### src/rtl/ppb_pkg.sv
package ppb_pkg;
  localparam int NUM_TGT = 4;

  typedef enum logic [2:0] {
    TGT_SYSCTL  = 3'd0,
    TGT_TMR_SEC = 3'd1,
    TGT_TMR_NS  = 3'd2,
    TGT_ERRREG  = 3'd3,
    TGT_NONE    = 3'd4
  } tgt_e;

  localparam logic [31:0] SCS_BASE   = 32'hE000_E000;
  localparam logic [32:0] SCS_SIZE   = 33'h0000_1000;
  localparam logic [31:0] TMR_BASE   = 32'hE000_E010;
  localparam logic [32:0] TMR_SIZE   = 33'h0000_00E0;
  localparam logic [31:0] ALIAS_BASE = 32'hE002_E000;
  localparam logic [31:0] ATMR_BASE  = 32'hE002_E010;
  localparam logic [31:0] ERR_BASE   = 32'hE000_5000;
  localparam logic [32:0] ERR_SIZE   = 33'h0000_1000;
  localparam logic [11:0] TMR_REL    = 12'h010;
endpackage

### src/rtl/ppb_window.sv
module ppb_window #(
  parameter int          AW     = 32,
  parameter logic [AW-1:0] BASE = '0,
  parameter logic [AW:0]   SIZE = 1,
  parameter bit          ENABLE = 1'b1
) (
  input  logic [AW-1:0] addr,
  output logic          hit
);
  generate
    if (ENABLE) begin : g_on
      logic [AW:0] addr_ext;
      logic [AW:0] limit;
      assign addr_ext = {1'b0, addr};
      assign limit    = {1'b0, BASE} + SIZE;
      assign hit      = (addr >= BASE) && (addr_ext < limit);
    end else begin : g_off
      logic unused_addr;
      assign unused_addr = ^addr;
      assign hit         = 1'b0;
    end
  endgenerate
endmodule

### src/rtl/ppb_decode.sv
module ppb_decode
  import ppb_pkg::*;
#(
  parameter bit HAS_SECURITY = 1'b1,
  parameter bit HAS_ALIAS    = 1'b1,
  parameter bit HAS_ERRREG   = 1'b1,
  parameter int OFS_W        = 12
) (
  input  logic [31:0]      addr,
  input  logic             secure,
  output tgt_e             tgt,
  output logic [OFS_W-1:0] offset,
  output logic             fwd_secure
);
  logic hit_scs, hit_tmr, hit_alias, hit_atmr, hit_err;

  ppb_window #(.AW(32), .BASE(SCS_BASE),   .SIZE(SCS_SIZE), .ENABLE(1'b1))
    u_win_scs   (.addr(addr), .hit(hit_scs));
  ppb_window #(.AW(32), .BASE(TMR_BASE),   .SIZE(TMR_SIZE), .ENABLE(1'b1))
    u_win_tmr   (.addr(addr), .hit(hit_tmr));
  ppb_window #(.AW(32), .BASE(ALIAS_BASE), .SIZE(SCS_SIZE), .ENABLE(HAS_ALIAS))
    u_win_alias (.addr(addr), .hit(hit_alias));
  ppb_window #(.AW(32), .BASE(ATMR_BASE),  .SIZE(TMR_SIZE), .ENABLE(HAS_ALIAS))
    u_win_atmr  (.addr(addr), .hit(hit_atmr));
  ppb_window #(.AW(32), .BASE(ERR_BASE),   .SIZE(ERR_SIZE), .ENABLE(HAS_ERRREG))
    u_win_err   (.addr(addr), .hit(hit_err));

  logic sec_in;
  assign sec_in = HAS_SECURITY ? secure : 1'b0;

  // Priority: high level (timer, alias timer, error) > system-control > default
  always_comb begin
    tgt        = TGT_NONE;
    offset     = addr[OFS_W-1:0];
    fwd_secure = sec_in;
    if (hit_err) begin
      tgt = TGT_ERRREG;
    end else if (hit_tmr) begin
      tgt    = sec_in ? TGT_TMR_SEC : TGT_TMR_NS;
      offset = addr[OFS_W-1:0] - OFS_W'(TMR_REL);
    end else if (hit_scs) begin
      tgt = TGT_SYSCTL;
    end else if (hit_atmr && sec_in) begin
      tgt        = TGT_TMR_NS;
      offset     = addr[OFS_W-1:0] - OFS_W'(TMR_REL);
      fwd_secure = 1'b0;
    end else if (hit_alias && sec_in) begin
      tgt        = TGT_SYSCTL;
      fwd_secure = 1'b0;
    end
  end
endmodule

### src/rtl/ppb_resp.sv
module ppb_resp #(
  parameter int DW = 32
) (
  input  logic          clk,
  input  logic          rst_n,
  input  logic          req_valid,
  input  logic          req_write,
  input  logic          req_priv,
  input  logic          is_default,
  input  logic [DW-1:0] lane_rdata,
  input  logic          lane_fault,
  output logic          rsp_valid,
  output logic [DW-1:0] rsp_rdata,
  output logic          rsp_fault
);
  logic          valid_d;
  logic [DW-1:0] rdata_d;
  logic          fault_d;
  logic          data_en;

  always_comb begin
    valid_d = req_valid;
    data_en = req_valid | rsp_valid;
    rdata_d = '0;
    fault_d = 1'b0;
    if (req_valid) begin
      if (is_default) begin
        fault_d = ~req_priv;
      end else begin
        fault_d = lane_fault;
        if (!req_write) rdata_d = lane_rdata;
      end
    end
  end

  always_ff @(posedge clk or negedge rst_n) begin
    if (!rst_n) rsp_valid <= 1'b0;
    else        rsp_valid <= valid_d;
  end

  always_ff @(posedge clk or negedge rst_n) begin
    if (!rst_n) begin
      rsp_rdata <= '0;
      rsp_fault <= 1'b0;
    end else if (data_en) begin
      rsp_rdata <= rdata_d;
      rsp_fault <= fault_d;
    end
  end

  assert_rsp_follows_R9: assert property (@(posedge clk) disable iff (!rst_n)
    req_valid |=> rsp_valid);
  assert_rsp_only_after_req_R9: assert property (@(posedge clk) disable iff (!rst_n)
    !req_valid |=> !rsp_valid);
  assert_write_no_data_R9: assert property (@(posedge clk) disable iff (!rst_n)
    (req_valid && req_write) |=> (rsp_rdata == '0));
endmodule

### src/rtl/ppb_router.sv
module ppb_router
  import ppb_pkg::*;
#(
  parameter int DW           = 32,
  parameter int OFS_W        = 12,
  parameter bit HAS_SECURITY = 1'b1,
  parameter bit HAS_ALIAS    = 1'b1,
  parameter bit HAS_ERRREG   = 1'b1
) (
  input  logic                  clk,
  input  logic                  rst_n,
  input  logic                  req_valid,
  input  logic [31:0]           req_addr,
  input  logic                  req_write,
  input  logic [DW-1:0]         req_wdata,
  input  logic                  req_priv,
  input  logic                  req_secure,
  output logic [NUM_TGT-1:0]    tgt_sel,
  output logic [OFS_W-1:0]      tgt_offset,
  output logic                  tgt_write,
  output logic [DW-1:0]         tgt_wdata,
  output logic                  tgt_priv,
  output logic                  tgt_secure,
  input  logic [NUM_TGT*DW-1:0] tgt_rdata,
  input  logic [NUM_TGT-1:0]    tgt_fault,
  output logic                  rsp_valid,
  output logic [DW-1:0]         rsp_rdata,
  output logic                  rsp_fault
);
  logic rst_meta, rst_sync_n;

  // Asynchronous assert, synchronous release
  always_ff @(posedge clk or negedge rst_n) begin
    if (!rst_n) begin
      rst_meta   <= 1'b0;
      rst_sync_n <= 1'b0;
    end else begin
      rst_meta   <= 1'b1;
      rst_sync_n <= rst_meta;
    end
  end

  tgt_e             dec_tgt;
  logic [OFS_W-1:0] dec_offset;
  logic             dec_secure;

  ppb_decode #(
    .HAS_SECURITY(HAS_SECURITY), .HAS_ALIAS(HAS_ALIAS),
    .HAS_ERRREG(HAS_ERRREG), .OFS_W(OFS_W)
  ) u_decode (
    .addr(req_addr), .secure(req_secure),
    .tgt(dec_tgt), .offset(dec_offset), .fwd_secure(dec_secure)
  );

  generate
    for (genvar k = 0; k < NUM_TGT; k++) begin : g_sel
      assign tgt_sel[k] = req_valid && (dec_tgt == tgt_e'(k));
    end
  endgenerate

  assign tgt_offset = dec_offset;
  assign tgt_write  = req_write;
  assign tgt_wdata  = req_wdata;
  assign tgt_priv   = req_priv;
  assign tgt_secure = dec_secure;

  logic [DW-1:0] lane_rdata;
  logic          lane_fault;
  logic          is_default;

  always_comb begin
    lane_rdata = '0;
    for (int k = 0; k < NUM_TGT; k++) begin
      if (tgt_sel[k]) lane_rdata = lane_rdata | tgt_rdata[k*DW +: DW];
    end
  end
  assign lane_fault = |(tgt_fault & tgt_sel);
  assign is_default = (tgt_sel == '0);

  ppb_resp #(.DW(DW)) u_resp (
    .clk(clk), .rst_n(rst_sync_n),
    .req_valid(req_valid), .req_write(req_write), .req_priv(req_priv),
    .is_default(is_default), .lane_rdata(lane_rdata), .lane_fault(lane_fault),
    .rsp_valid(rsp_valid), .rsp_rdata(rsp_rdata), .rsp_fault(rsp_fault)
  );

  logic in_alias;
  assign in_alias = (req_addr[31:12] == 20'hE002E);

  assert_sel_onehot_R8: assert property (@(posedge clk) disable iff (!rst_sync_n)
    $onehot0(tgt_sel));
  assert_sel_idle_R8: assert property (@(posedge clk) disable iff (!rst_sync_n)
    !req_valid |-> (tgt_sel == '0));
  assert_sec_timer_bank_R4: assert property (@(posedge clk) disable iff (!rst_sync_n)
    tgt_sel[1] |-> req_secure);
  assert_alias_strips_secure_R6: assert property (@(posedge clk) disable iff (!rst_sync_n)
    (req_valid && in_alias && (tgt_sel != '0)) |-> !tgt_secure);
  assert_alias_ns_default_R7: assert property (@(posedge clk) disable iff (!rst_sync_n)
    (req_valid && in_alias && !req_secure) |-> (tgt_sel == '0));
  assert_default_fault_R2: assert property (@(posedge clk) disable iff (!rst_sync_n)
    (req_valid && (tgt_sel == '0) && !req_priv) |=> rsp_fault);
  assert_default_raz_R1: assert property (@(posedge clk) disable iff (!rst_sync_n)
    (req_valid && (tgt_sel == '0) && req_priv) |=> (!rsp_fault && rsp_rdata == '0));
endmodule

### config.mk
export PLATFORM = sky130hd
export DESIGN_NAME = ppb_router
export DESIGN_NICKNAME = d
export VERILOG_FILES = /design/src/rtl/ppb_pkg.sv /design/src/rtl/ppb_window.sv /design/src/rtl/ppb_decode.sv /design/src/rtl/ppb_resp.sv /design/src/rtl/ppb_router.sv
export SDC_FILE = /design/constraint.sdc
export NUM_CORES = 1
export LEC_CHECK = 0
export BUFFER_PORTS_ARGS = -buffer_cell sky130_fd_sc_hd__buf_4
export CORE_AREA = 3 3 110 112
export DETAILED_ROUTE_END_ITERATION = 16
export DIE_AREA = 0 0 113 115
export PLACE_DENSITY = 0.66
export SLEW_MARGIN = 40
export SYNTH_ARGS = -nofsm -noshare
export SYNTH_HDL_FRONTEND = slang
export SYNTH_SLANG_ARGS = --single-unit
### constraint.sdc
create_clock -name clk -period 3.07 [get_ports clk]
set_clock_uncertainty 0.05 [all_clocks]
set_input_delay 0.1535 -clock clk [delete_from_list [all_inputs] [get_ports clk]]
set_output_delay 0.1535 -clock clk [all_outputs]
set_load 0.03 [all_outputs]
---- After elaboration in Yosys (flattened, before gate mapping) ----
Cells that the tools add are included.
operators by class
  reduce and logical (&&, ||, !) cells .... 14
  add/subtract/negate cells ............... 1
  bitwise gates (word level) .............. 6
  multiplexer cells ....................... 24
  equality and inequality tests ........... 3
  order comparisons ....................... 10
operator list
  kind                                                                  number
  32-bit two-way mux                                                    7
  32-bit greater-or-equal comparator, second input constant             5
  32-bit less-than comparator, second input constant                    5
  32-bit bitwise OR                                                     3
  12-bit two-way mux                                                    4
  3-bit two-way mux                                                     5
  12-bit by 5-bit subtractor with 12-bit output, second input constant  1
  1-bit logical AND                                                     11
  1-bit two-way mux                                                     7
  3-bit by 2-bit == test with 1-bit output, second input constant       2
  4-bit AND                                                             1
  4-bit logical NOT                                                     1
  4-bit OR reduction                                                    1
  3-bit by 1-bit == test with 1-bit output, second input constant       1
  3-bit logical NOT                                                     1
  2-bit two-way mux                                                     1
  1-bit NOT                                                             1
  1-bit bitwise OR                                                      1
word-level totals
  output and inout bits ................... 85
  flip-flop bits (word level) ............. 36

---- Longest topological paths before layout ----
  depth in word-level cells ............... 20
  mapped depth ............................ 10
  depth with buffers taken out ............ 8

---- By module ----
A second synthesis with hierarchy kept.
unflattened totals
  cells, all modules ...................... 324
  area total of the unflattened synthesis .. 3439.5 µm²
modules (own cells, without submodules)
  module                              area an instance (µm²)  times used  cells an instance  seq. area each (µm²)
  ppb_router                          1502.7                  1           159                50.0
  ppb_resp                            1318.8                  1           81                 850.8
  ppb_decode                          264.0                   1           39                 0.0
  ppb_window at u_decode.u_win_atmr   91.3                    1           12                 0.0
  ppb_window at u_decode.u_win_tmr    77.6                    1           11                 0.0
  ppb_window at u_decode.u_win_alias  63.8                    1           8                  0.0
  ppb_window at u_decode.u_win_err    61.3                    1           7                  0.0
  ppb_window at u_decode.u_win_scs    60.1                    1           7                  0.0

---- Worst setup path before layout ----
No wires, ideal clock.
  path type ............................... in2out
  start point ............................. input port req_addr[5]
  end point ............................... output port tgt_offset[7]
  stages .................................. 8
  buffers on the path ..................... 0
  arrival time ............................ 2.488 ns
  setup slack ............................. 0.379 ns
  data required time ...................... 2.866 ns
  path through ............................ inv_1 > ha_1 > or4b_2 > o21ai_2 > nand2_4 > or3_1 > or3_1 > xnor2_1
between the ends
  longest elaborated chain between the ends .. 7
RTL lines
  what                                                                               line              source
  start, declared                                                                    ppb_router.sv:13  input logic [31:0] req_addr,
  32-bit greater-or-equal comparator or 32-bit less-than comparator (tied branches)  ppb_window.sv:16  assign hit = (addr >= BASE) && (addr_ext < limit);
  1-bit logical AND                                                                  ppb_window.sv:16
  1-bit logical AND                                                                  ppb_decode.sv:43  end else if (hit_atmr && sec_in) begin
  12-bit two-way mux                                                                 ppb_decode.sv:43
  12-bit two-way mux                                                                 ppb_decode.sv:41  end else if (hit_scs) begin
  12-bit two-way mux                                                                 ppb_decode.sv:38  end else if (hit_tmr) begin
  12-bit two-way mux (*)                                                             ppb_decode.sv:36  if (hit_err) begin
  end, declared                                                                      ppb_router.sv:19  output logic [OFS_W-1:0] tgt_offset,
Every way passes the cells marked *; elsewhere a longest branch is shown, timed or not.

---- Worst setup path after layout ----
Ends and elaborated chain as after synthesis.

==> impl_results.md <==
* Synth async-reset ratio at between 90% and 100%
* Worst EP required at 2870 ps
* Critical path launch point: req_addr[5]
* Crit-path max cell delay at 610 ps
* Setup bufs post-CTS at 0
* CP startpoint kind: input pin
* Clk_lat worst skew at 270 ps
* Mean Syn Cell Area at 8.31 µm²
* DRT Pass-1 Iters at 5
* Post-Synth XOR/XNOR Area at 0.847%
* Slew headroom at 60.7%
* Area grow syn2layout at 55.9%
* Post-DP HPWL at 9.84 mm
* Worst Max-Slew Pin Slew at 589 ps
* Synth Warn # at 0
* Total GRT Usage at between 10% and 20%
* Antenna-violating nets left at 0
* Outcome: finished clean
* Flop-to-flop setup slack at 1590 ps
* Post-synthesis simple-gate area fraction at 15.9%
* Final net count at 753
* GRT overflow at 0
* Top FF cell, synth: dfrtp_1
* H-tree depth at 2
* Sequential fraction of the synthesis area at 29.1%
* Global-route wire length before repair at 19.2 mm
* Crit Path Max Fanout at 5
* Critical path type: in2out
* RSZ-0062 raised after global routing: false
* Area of the mapped netlist at between 3000 and 4000 µm²
* Slowest cell on the critical path: or4b_2
* Endpoints failing setup at 0
* Synth Instances at 373
* Max-slew violations at 0
* Maximum clock path buffer count at 2
* Number of CTS-inserted buffers at 5
* Routability cong. at approximately 0.84
* DRT iter0 DRCs at 167
* Final hold viol count at 0
* WL/cell at 18.1 µm
* Mapped Nets at 579
* Drc violations at 0
* Num ports at 287
* Root buffer cell: clkbuf_16
* Diode count at 0
* Most frequent cells in the layout: buf_4, inv_1, nand3_1
* DR vias at 3606
* Clock-pin slew on the worst setup and hold paths at about 60 ps
* Die H at 115 µm
* Compound-gate portion of the synthesized area at between 30% and 40%
* Synth cell types at 51
* Reg2reg start: u_resp.rsp_valid
* Starting Density at ~27%
* IO buf count at 222
* EDFF count, synth at 0
* Peak VDD IR at 188 µV
* CTS tree: yes
* Critical Path AT at 2580 ps
* Initial antenna violation count at 0
* Mux contribution to synthesized area at 0%
* Share of cells above drive strength 1 at 47.9%
* Via density at 5.23
* Max Cap Violations at 0
* Tcrit/Tclk final at roughly nine tenths
* Worst hold start: tgt_rdata[29]
* Clock Sinks at 36
* Final core occ at a little over two fifths
* Fmax at roughly 0.36 GHz
* Type of destination of the critical path: output port
* Total core area at approximately 11000 µm²
* Post-detailed-routing wire length at around 12 mm
* Chip width at roughly 110 µm
* Number of synthesized register bits at 36
* Die area at between 10000 and 15000 µm²
* Total Negative Setup Slacks at 0 ps
* Leak at 2.25 nW
* Minimum clock period at around 2800 ps
* Pwr Density at 260 nW/µm²
* Vias in the first global route at 3779
* Most common cell after layout, fill and taps aside: buf_4
* Site row count at 39
* Crit-path cells: buf_4 > inv_1 > ha_1 > or4b_2 > o21ai_2 > nand2_4 > or3_1 > or3_1 > xnor2_1 > buf_4
* Synth Area in Adders at 1.61%
* Largest net degree at the start of global routing at 42
* Worst min path class: in2reg
* Main combinational cell family by area after synthesis: compound AO/OA/AOI/OAI gates
==> report_power, final <==
| part | switching, mW | internal (mW) |
|---|---|---|
| Clock | 0.189 | 0.295 |
| Combinational | 0.112 | 0.171 |
| Sequential | 0.0104 | 0.478 |
| Total | 0.312 | 0.944 |
==> state kept, by name, indices dropped and copies added, names as in the netlist <==
signal            cells
rst_meta              1
u_resp.rsp_valid      1
rst_sync_n            1
u_resp.rsp_rdata     32
u_resp.rsp_fault      1
==> metrics by stage <==
step	power [mW]	worst slack, ps	cell area (µm²)	hold slack (ps)	std cells
2_1_floorplan	0.645	379	3100	-192	373
4_1_cts	1.27	273	4800	55.8	689
3_5_place_dp	0.777	296	4660	-112	681
3_3_place_gp	0.775	360	4650	-114	681
5_1_grt	1.32	227	4830	68.6	690
6_report	1.26	290	4830	62.6	690
==> cells in the mapped netlist (4+ instances only) <==
cell | n | area, µm²
ha_1 | 4 | 50.1
inv_1 | 36 | 135
dfrtp_1 | 36 | 901
clkbuf_1 | 25 | 93.8
a32oi_1 | 32 | 280
buf_2 | 5 | 25.0
o31ai_1 | 32 | 240
and2_1 | 5 | 31.3
nor2_1 | 6 | 22.5
o21ai_1 | 32 | 160
nand3_1 | 36 | 180
buf_4 | 38 | 285
a22oi_1 | 32 | 240
==> cell type report <==
cell class / count / area [µm²]
Clock buffer: 6 / 129
Clock inverter: 1 / 5.00
Fill cell: 1160 / 6490
Inverter: 36 / 135
Multi-Input combinational cell: 229 / 1660
Sequential cell: 36 / 905
Tap cell: 143 / 179
Timing Repair Buffer: 239 / 1820
==> path summary, 6_finish.rpt <==
check                                       end  depth (start not counted)
max                               tgt_offset[7]                         10
min reg2reg                    u_resp.rsp_valid                          0
min                        u_resp.rsp_rdata[29]                          3
max in group asynchronous  u_resp.rsp_rdata[11]                          0
min in group asynchronous            rst_sync_n                          2
max reg2reg                    u_resp.rsp_fault                          5
==> metal layers <==
metal / vias to the layer above / GRT usage, % / part of all wire (%)
li1: 1717 / - / -
met1: 1708 / 21.5 / 40
met5: - / 0 / 0
met4: 0 / 4.09 / 1.0
met2: 169 / 33.8 / 51
met3: 12 / 4.05 / 7.8
==> what timing repair did <==
action / 4_1_cts / 5_1_grt
hold buffers: 1 / 0
hold endpoints to repair: 2 / 0
gates resized for setup: 0 / 0
==> cells by family after synthesis <==
family,Yosys count
AO/OA/AOI/OAI,142
buffers and inverters,108
AND/OR/NAND/NOR,79
flip-flops,36
adder cells (fa/ha/maj),4
XOR/XNOR,3
other,1
==> critical path, delay by kind of cell <==
family	cells	cell delay [ps]
xor gates and xnor gates	1	140
adders and majority gates	1	160
and+or+nand+nor	4	1460
AOI/OAI and AO/OA	1	270
buffers and inverters	3	400
Power figures use the tool's default switching activity.
